==> src/rtl/absCmdPkg.sv <==
package absCmdPkg;
  localparam int ADDR_W   = 6;
  localparam int ERR_W    = 3;
  localparam int MAX_DATA = 12;
  localparam int MAX_PROG = 16;

  localparam logic [ADDR_W-1:0] ADR_STATUS = 6'h00;
  localparam logic [ADDR_W-1:0] ADR_CMD    = 6'h01;
  localparam logic [ADDR_W-1:0] ADR_AUTO   = 6'h02;
  localparam logic [ADDR_W-1:0] ADR_DATA0  = 6'h08;
  localparam logic [ADDR_W-1:0] ADR_PROG0  = 6'h20;

  localparam logic [ERR_W-1:0] ERR_NONE = 3'd0;
  localparam logic [ERR_W-1:0] ERR_BUSY = 3'd1;

  // decode and write strobes passed from control to datapath
  typedef struct packed {
    logic       selStatus;
    logic       selCmd;
    logic       selAuto;
    logic       selData;
    logic       selProg;
    logic       cmdWe;
    logic       autoWe;
    logic       dataWe;
    logic       progWe;
    logic [3:0] wordIdx;
  } dpStrobe_t;
endpackage

==> src/rtl/absCmdCtrl.sv <==
module absCmdCtrl
  import absCmdPkg::*;
#(
  parameter int DATA_WORDS = 4,
  parameter int PROG_WORDS = 8
) (
  input  logic                clk,
  input  logic                rstN,
  input  logic                regWrEn,
  input  logic                regRdEn,
  input  logic [ADDR_W-1:0]   regAddr,
  input  logic [ERR_W-1:0]    errClr,
  input  logic                engDone,
  input  logic [ERR_W-1:0]    engErr,
  input  logic [MAX_DATA-1:0] dataMask,
  input  logic [MAX_PROG-1:0] progMask,
  output dpStrobe_t           stb,
  output logic                busy,
  output logic [ERR_W-1:0]    errCode,
  output logic                cmdStart
);
  localparam logic [ADDR_W-1:0] DATA_N = ADDR_W'(DATA_WORDS);
  localparam logic [ADDR_W-1:0] PROG_N = ADDR_W'(PROG_WORDS);

  logic              busyQ, startQ;
  logic [ERR_W-1:0]  errQ;
  logic [ADDR_W-1:0] dataOff, progOff;
  logic              isStatus, isCmd, isAuto, isData, isProg;
  logic              wordAcc, busyAcc, autoHit, errIdle, launch;
  logic [15:0]       dataMaskWide;

  assign dataOff  = regAddr - ADR_DATA0;
  assign progOff  = regAddr - ADR_PROG0;
  assign isStatus = (regAddr == ADR_STATUS);
  assign isCmd    = (regAddr == ADR_CMD);
  assign isAuto   = (regAddr == ADR_AUTO);
  assign isData   = (regAddr >= ADR_DATA0) && (dataOff < DATA_N);
  assign isProg   = (regAddr >= ADR_PROG0) && (progOff < PROG_N);

  assign dataMaskWide = {4'b0, dataMask};
  assign wordAcc = (regWrEn | regRdEn) & (isData | isProg);
  assign busyAcc = busyQ & ((regWrEn & (isStatus | isCmd | isAuto)) | wordAcc);
  assign autoHit = wordAcc & ((isData & dataMaskWide[dataOff[3:0]]) |
                              (isProg & progMask[progOff[3:0]]));
  assign errIdle = (errQ == ERR_NONE);
  assign launch  = ~busyQ & errIdle & ((regWrEn & isCmd) | autoHit);

  always_comb begin
    stb.selStatus = isStatus;
    stb.selCmd    = isCmd;
    stb.selAuto   = isAuto;
    stb.selData   = isData;
    stb.selProg   = isProg;
    stb.cmdWe     = ~busyQ & errIdle & regWrEn & isCmd;
    stb.autoWe    = ~busyQ & regWrEn & isAuto;
    stb.dataWe    = ~busyQ & regWrEn & isData;
    stb.progWe    = ~busyQ & regWrEn & isProg;
    stb.wordIdx   = isData ? dataOff[3:0] : progOff[3:0];
  end

  always_ff @(posedge clk or negedge rstN) begin
    if (!rstN) begin
      busyQ  <= 1'b0;
      startQ <= 1'b0;
      errQ   <= ERR_NONE;
    end else begin
      startQ <= launch;
      if (launch)                busyQ <= 1'b1;
      else if (busyQ && engDone) busyQ <= 1'b0;

      if (busyQ) begin
        if (errIdle) begin
          if (busyAcc)      errQ <= ERR_BUSY;
          else if (engDone) errQ <= engErr;
        end
      end else if (regWrEn && isStatus) begin
        errQ <= errQ & ~errClr;
      end
    end
  end

  assign busy     = busyQ;
  assign errCode  = errQ;
  assign cmdStart = startQ;

  // the launch pulse coincides with busy and lasts one cycle
  p_start_with_busy_r2: assert property (@(posedge clk) disable iff (!rstN)
    cmdStart |-> busyQ);
  p_start_pulse_r2: assert property (@(posedge clk) disable iff (!rstN)
    cmdStart |=> !cmdStart);
  p_busy_rise_start_r2: assert property (@(posedge clk) disable iff (!rstN)
    $rose(busyQ) |-> cmdStart);
  // a latched error blocks any launch
  p_no_start_on_err_r5: assert property (@(posedge clk) disable iff (!rstN)
    (errQ != ERR_NONE) |=> !cmdStart);
  // a latched error is not overwritten while busy
  p_err_sticky_busy_r6: assert property (@(posedge clk) disable iff (!rstN)
    (busyQ && errQ != ERR_NONE) |=> (errQ == $past(errQ)));
  // a nonzero code only loses bits, never gains them
  p_err_only_clears_r4: assert property (@(posedge clk) disable iff (!rstN)
    ($past(errQ) != ERR_NONE && errQ != $past(errQ)) |-> ((errQ & ~$past(errQ)) == '0));
endmodule

==> src/rtl/absCmdData.sv <==
module absCmdData
  import absCmdPkg::*;
#(
  parameter int DATA_WORDS = 4,
  parameter int PROG_WORDS = 8
) (
  input  logic                clk,
  input  logic                rstN,
  input  dpStrobe_t           stb,
  input  logic [31:0]         wrData,
  input  logic                busy,
  input  logic [ERR_W-1:0]    errCode,
  output logic [MAX_DATA-1:0] dataMask,
  output logic [MAX_PROG-1:0] progMask,
  output logic [31:0]         cmdWord,
  output logic [31:0]         rdData
);
  localparam logic [MAX_DATA-1:0] DATA_IMPL = MAX_DATA'((1 << DATA_WORDS) - 1);
  localparam logic [MAX_PROG-1:0] PROG_IMPL = MAX_PROG'((1 << PROG_WORDS) - 1);

  logic [31:0]         cmdQ;
  logic [MAX_DATA-1:0] dataMaskQ;
  logic [MAX_PROG-1:0] progMaskQ;
  logic [31:0]         dataMem [DATA_WORDS];
  logic [31:0]         progMem [PROG_WORDS];
  logic [31:0]         statusWord;

  always_ff @(posedge clk or negedge rstN) begin
    if (!rstN) begin
      cmdQ      <= '0;
      dataMaskQ <= '0;
      progMaskQ <= '0;
      for (int i = 0; i < DATA_WORDS; i++) dataMem[i] <= '0;
      for (int i = 0; i < PROG_WORDS; i++) progMem[i] <= '0;
    end else begin
      if (stb.cmdWe) cmdQ <= wrData;
      if (stb.autoWe) begin
        dataMaskQ <= wrData[MAX_DATA-1:0] & DATA_IMPL;
        progMaskQ <= wrData[31:16] & PROG_IMPL;
      end
      for (int i = 0; i < DATA_WORDS; i++)
        if (stb.dataWe && stb.wordIdx == 4'(i)) dataMem[i] <= wrData;
      for (int i = 0; i < PROG_WORDS; i++)
        if (stb.progWe && stb.wordIdx == 4'(i)) progMem[i] <= wrData;
    end
  end

  assign statusWord = {11'b0, 5'(PROG_WORDS), 4'b0, 4'(DATA_WORDS),
                       3'b0, busy, 1'b0, errCode};

  always_comb begin
    rdData = '0;
    if (stb.selStatus)    rdData = statusWord;
    else if (stb.selCmd)  rdData = cmdQ;
    else if (stb.selAuto) rdData = {progMaskQ, 4'b0, dataMaskQ};
    else if (stb.selData) begin
      for (int i = 0; i < DATA_WORDS; i++)
        if (stb.wordIdx == 4'(i)) rdData = dataMem[i];
    end else if (stb.selProg) begin
      for (int i = 0; i < PROG_WORDS; i++)
        if (stb.wordIdx == 4'(i)) rdData = progMem[i];
    end
  end

  assign dataMask = dataMaskQ;
  assign progMask = progMaskQ;
  assign cmdWord  = cmdQ;

  // control never issues a storage write while a command runs
  p_no_write_busy_r7: assert property (@(posedge clk) disable iff (!rstN)
    busy |-> !(stb.dataWe || stb.progWe || stb.cmdWe || stb.autoWe));
  // stored command is held across a busy cycle
  p_cmd_hold_busy_r7: assert property (@(posedge clk) disable iff (!rstN)
    busy |=> (cmdQ == $past(cmdQ)));
endmodule

==> src/rtl/absCmdStatus.sv <==
module absCmdStatus
  import absCmdPkg::*;
#(
  parameter int DATA_WORDS = 4,
  parameter int PROG_WORDS = 8
) (
  input  logic        clk,
  input  logic        rstN,
  input  logic        regWrEn,
  input  logic        regRdEn,
  input  logic [5:0]  regAddr,
  input  logic [31:0] regWrData,
  output logic [31:0] regRdData,
  input  logic        engDone,
  input  logic [2:0]  engErr,
  output logic        cmdStart,
  output logic [31:0] cmdWord
);
  dpStrobe_t           stb;
  logic                busy;
  logic [ERR_W-1:0]    errCode;
  logic [MAX_DATA-1:0] dataMask;
  logic [MAX_PROG-1:0] progMask;

  absCmdCtrl #(.DATA_WORDS(DATA_WORDS), .PROG_WORDS(PROG_WORDS)) uCtrl (
    .clk(clk), .rstN(rstN), .regWrEn(regWrEn), .regRdEn(regRdEn),
    .regAddr(regAddr), .errClr(regWrData[ERR_W-1:0]), .engDone(engDone),
    .engErr(engErr), .dataMask(dataMask), .progMask(progMask), .stb(stb),
    .busy(busy), .errCode(errCode), .cmdStart(cmdStart)
  );

  absCmdData #(.DATA_WORDS(DATA_WORDS), .PROG_WORDS(PROG_WORDS)) uData (
    .clk(clk), .rstN(rstN), .stb(stb), .wrData(regWrData), .busy(busy),
    .errCode(errCode), .dataMask(dataMask), .progMask(progMask),
    .cmdWord(cmdWord), .rdData(regRdData)
  );
endmodule

==> config.mk <==
export PLATFORM = sky130hd
export DESIGN_NAME = absCmdStatus
export DESIGN_NICKNAME = d
export VERILOG_FILES = /design/src/rtl/absCmdPkg.sv /design/src/rtl/absCmdCtrl.sv /design/src/rtl/absCmdData.sv /design/src/rtl/absCmdStatus.sv
export SDC_FILE = /design/constraint.sdc
export NUM_CORES = 1
export LEC_CHECK = 0
export ABC_AREA = 1
export CORE_UTILIZATION = 30
export CTS_CLUSTER_SIZE = 28
export DETAILED_ROUTE_END_ITERATION = 16
export DONT_BUFFER_PORTS = 1
export PLACE_DENSITY = 0.48
export SLEW_MARGIN = 20
export SYNTH_ARGS = -nofsm -noshare
export SYNTH_HDL_FRONTEND = slang
export SYNTH_HIERARCHICAL = 1
export SYNTH_SLANG_ARGS = --single-unit
==> constraint.sdc <==
create_clock -name clk -period 2 [get_ports clk]
set_input_delay 0.1 -clock clk [delete_from_list [all_inputs] [get_ports clk]]
set_output_delay 0.1 -clock clk [all_outputs]
set_load 0.005 [all_outputs]
**Yosys cells after proc, flatten, opt, wreduce, memory -nomap -nowiden**

Cells that the tools add are included.

- Memories kept: 0
- Input bits: 46
- Logic and storage cells: 113
- Bits in read-only memories: 0
- Bits in latches: 0
- Memory bits (writable): 0
- Flip-flop bits (word level): 433
- Output and inout port bits: 65

- Divide/modulo/power cells: 0
- Mux-type cells: 29
- $add $sub $neg: 2
- Reductions and logical operators: 22
- Shifts and indexed selects: 0
- $lt $le $gt $ge: 6
- Equal/unequal tests: 11
- Multipliers: 0
- Bitwise operators: 25

Operators by type and width:

| cell | count |
|---|---|
| 2-to-1 mux 32 bit | 17 |
| equality test 4 x 3 -> 1 bit (second input constant) | 4 |
| logical AND 1 bit | 16 |
| bitwise AND 1 bit | 15 |
| 2-to-1 mux 3 bit | 5 |
| < comparator 4 x 5 -> 1 bit (second input constant) | 2 |
| binary-select mux 1 bit (select 4 bit) | 2 |
| equality test 4 x 2 -> 1 bit (second input constant) | 2 |
| OR 1 bit | 7 |
| equality test 6 x 1 -> 1 bit (second input constant) | 1 |
| equality test 6 x 2 -> 1 bit (second input constant) | 1 |
| >= comparator 6 x 4 -> 1 bit (second input constant) | 1 |
| >= comparator 6 bit (second input constant) | 1 |
| logical NOT 6 bit | 1 |
| < comparator 6 x 3 -> 1 bit (second input constant) | 1 |
| < comparator 6 x 4 -> 1 bit (second input constant) | 1 |
| subtractor 6 x 4 -> 6 bit (second input constant) | 1 |
| subtractor 6 bit (second input constant) | 1 |
| equality test 4 x 1 -> 1 bit (second input constant) | 1 |
| logical NOT 4 bit | 1 |
| 2-to-1 mux 1 bit | 4 |
| 2-to-1 mux 4 bit | 1 |
| nonzero test 2 bit | 2 |
| bitwise AND 3 bit | 1 |
| 6 further kinds | 6 |

**Depth between registers and ports, before layout**

- Depth after elaboration: 18
- Depth in mapped cells: 24
- Gate-level depth less buffers: 23

**Hierarchy**

Netlist, hierarchy kept.

Modules (own cells, without submodules):

| module | cells each | seq. area each (µm²) | instances | area an instance (µm²) |
|---|---|---|---|---|
| absCmdData | 2448 | 10710.3 | 1 | 19468.7 |
| absCmdCtrl | 119 | 125.1 | 1 | 681.9 |

**Worst setup path before layout**

OpenSTA, ideal clock, no wires.

- Kind: in2out
- Start: input port regAddr[3]
- End: output port regRdData[20]
- Stages: 20
- Data required time: 1.900 ns
- Data arrival time: 1.963 ns
- Path slack: -0.063 ns
- Cell sequence: inv_2 ha_1 nand2_1 nor2_1 nand2_2 inv_1 nor2_1 nor2_2 buf_2 clkbuf_1 nand3_1 nand2_1 inv_1 nand3_1 nand2_1 nand3_1 nand2_1 nand2_1 nand2_1 a21oi_1

RTL lines:

| element | RTL line | source |
|---|---|---|
| start: declaration | absCmdStatus.sv:11 | `input logic [5:0] regAddr,` |
| end: declaration | absCmdStatus.sv:13 | `output logic [31:0] regRdData,` |

==> impl_metrics.tcl <==
set metrics [dict create \
    status "complete, but fails checks" \
    failed_checks "negative hold slack, max-slew violations, negative setup slack" \
    gp_congestion 0.813 \
    clk_pin_slew_ps 60 \
    dieArea_mm2 0.0678 \
    grt_max_degree 434 \
    fin_crit_sh_pct 118 \
    highest_layer "met4" \
    cp_max_fo 5 \
    worst_pin_slew_ps 2140 \
    die_h_um 260 \
    clock_skew_ps 12.5 \
    htree_levels 2 \
    end_kind "primary output" \
    drt_wl_total_mm 72.8 \
    layout_commonest_cell "nand2_1" \
    grt_pass1_vias 17000 \
    multiInputGateArea_mm2 0.00879 \
    routedLengthMet1_mm 34.6 \
    drt_iter0_drc 1783 \
    layout_common_cells "nand2_1, dfrtp_1, o21ai_0, inv_1, o21ai_1" \
    place_inst 3343 \
    dp_hpwl_mm 44.2 \
    required_ps 1900 \
    crit_top_cell "nand2_2" \
    max_stage_delay_ps 220 \
    cp_cell_sequence "inv_12 > ha_4 > nand2_2 > nor2_2 > nand2_2 > inv_2 > nor2_4 > nor2_4 > buf_12 > buf_12 > clkbuf_16 > clkbuf_16 > nand3_4 > nand3_4 > a21oi_2 > nand4_1 > nand2_1 > nand2_1 > nand2_2 > a21oi_2 > buf_4" \
    wl_met3_mm 4.17 \
    netlist_area_mm2 0.0200 \
    gr-total-overflow 0 \
    criticalPathCategory "in -> out" \
    nets 2679 \
    timing.final.max_slew_violations 232 \
    pre_cts_ws_ps -616 \
    drcViolationCount 0 \
    hold_class "in -> async" \
    slowest_stage "ha_4" \
    nFillCells 6643 \
    worst_slack_ps -358 \
    register_area_mm2 0.0108 \
    drt_pass1_iterations 6 \
    rsz0062_at_grt "yes" \
    fin_tns_setup_ps -9140 \
    power.leakage_uw 0.0124 \
    drive_above_1_share_pct 21.4 \
    vdd_drop_max_v 0.000513 \
    row_count 94 \
    p_per_area_mw_per_mm2 845 \
    finalHoldViolations 434 \
    synth_fp_nets 2597 \
    pin_count 111 \
    cts_max_path_buffers 3 \
    numPortBuffers 0 \
    syn_to_final_growth_pct 29.5 \
    grt_pass1_wl_mm 108 \
    drt-wirelength-per-cell_um 20.6 \
    clk_latency_ps 590 \
    ant_nets 0 \
    syn_avg_cell_area_um2 7.85 \
    yosysWarnings 6 \
    stdcell_count 3528 \
    setup_violations 32 \
    netlist_instances 2550 \
    numCtsBuffers 48 \
    start_util_pct 30.4 \
    cts_num_sinks 433 \
    vias 17900 \
    whs_ps -705 \
    arrival_ps 2260 \
    worstSetupStartpointType "input port" \
    drv_cap 0 \
    grt_antenna_before_repair 1 \
    fin_crit_ps 2360 \
    grt_use_total_pct 21.0 \
    post_drt_via_cell_ratio 5.07 \
    timing.fmax_mhz 424 \
    relSlewSlack_pct -42.4 \
    core_mm2 0.0659 \
    cts_tree "yes" \
    fp.dieW_um 260 \
    clock-root-buffer "clkbuf_16" \
    wl_met2_mm 32.1 \
]
cell type report:
cell class / count / area share [%]
Sequential cell: 433 / 41.8
Timing Repair Buffer: 227 / 11.5
Multi-Input combinational cell: 1756 / 33.9
Clock inverter: 5 / 0.386
Tap cell: 864 / 4.17
Antenna cell: 1 / 0.00965
Clock buffer: 76 / 5.73
Inverter: 166 / 2.60
worst paths after layout:
kind / depth (start not counted) / startpoint / slack (ps) / to
max in group asynchronous: 0 / rstN / 1100 / uData/progMem[191]
worst min register to register: 2 / uData/progMem[98] / 480 / uData/progMem[98]
worst max-delay path: 21 / regAddr[4] / -360 / regRdData[26]
min in group clk: 5 / regAddr[0] / 0 / uCtrl/errCode[0]
worst max register to register: 8 / uCtrl/busy / 140 / uData/progMem[248]
worst min-delay path: 0 / rstN / -710 / uData/dataMem[71]
worst max-delay path, delay by kind of cell:
| kind | cells | cell delay (ps) |
|---|---|---|
| adder cells (fa/ha/maj) | 1 | 220 |
| buffers and inverters | 7 | 790 |
| AO/OA/AOI/OAI | 2 | 150 |
| AND/OR/NAND/NOR | 11 | 980 |
power by group:
| part | internal (uW) | switching, uW |
|---|---|---|
| sequential | 9690 | 795 |
| clock | 5430 | 3650 |
| combinational | 980 | 1380 |
what timing repair did:
item | CTS | global route
setup buffers | 19 | 25
setup endpoints to repair | 32 | 58
endpoints found under the hold margin | 663 | 436
pin swaps | 38 | 107
hold buffers | 42 | 1
gates cloned | 13 | 8
resized for setup | 180 | 185
routing by layer:
metal	vias to the layer above	GRT usage (%)
met5	-	0
met4	0	6.61
met3	89	3.03
met2	593	31.9
met1	8867	30.7
li1	8355	-
through the flow:
| step | hold WS, ps | utilization [%] | total power [uW] | area (um^2) |
|---|---|---|---|---|
| 4_1_cts | -763 | 37.8 | 21900 | 24900 |
| 2_1_floorplan | -196 | - | 11600 | 20000 |
| 5_1_grt | -749 | 39.4 | 22800 | 25900 |
| 3_3_place_gp | -121 | 33.1 | 12400 | 21800 |
| 3_5_place_dp | -126 | 33.1 | 12500 | 21800 |
| 6_report | -705 | 39.4 | 21900 | 25900 |
sequential cells by signal, indices dropped and copies added (netlist names):
signal / cells
uData/dataMem: 128
uCtrl/errCode: 3
uData/progMask: 8
uData/dataMask: 4
uCtrl/cmdStart: 1
uData/progMem: 256
uData/cmdWord: 32
uCtrl/busy: 1
(Power assumes the default switching activity.)
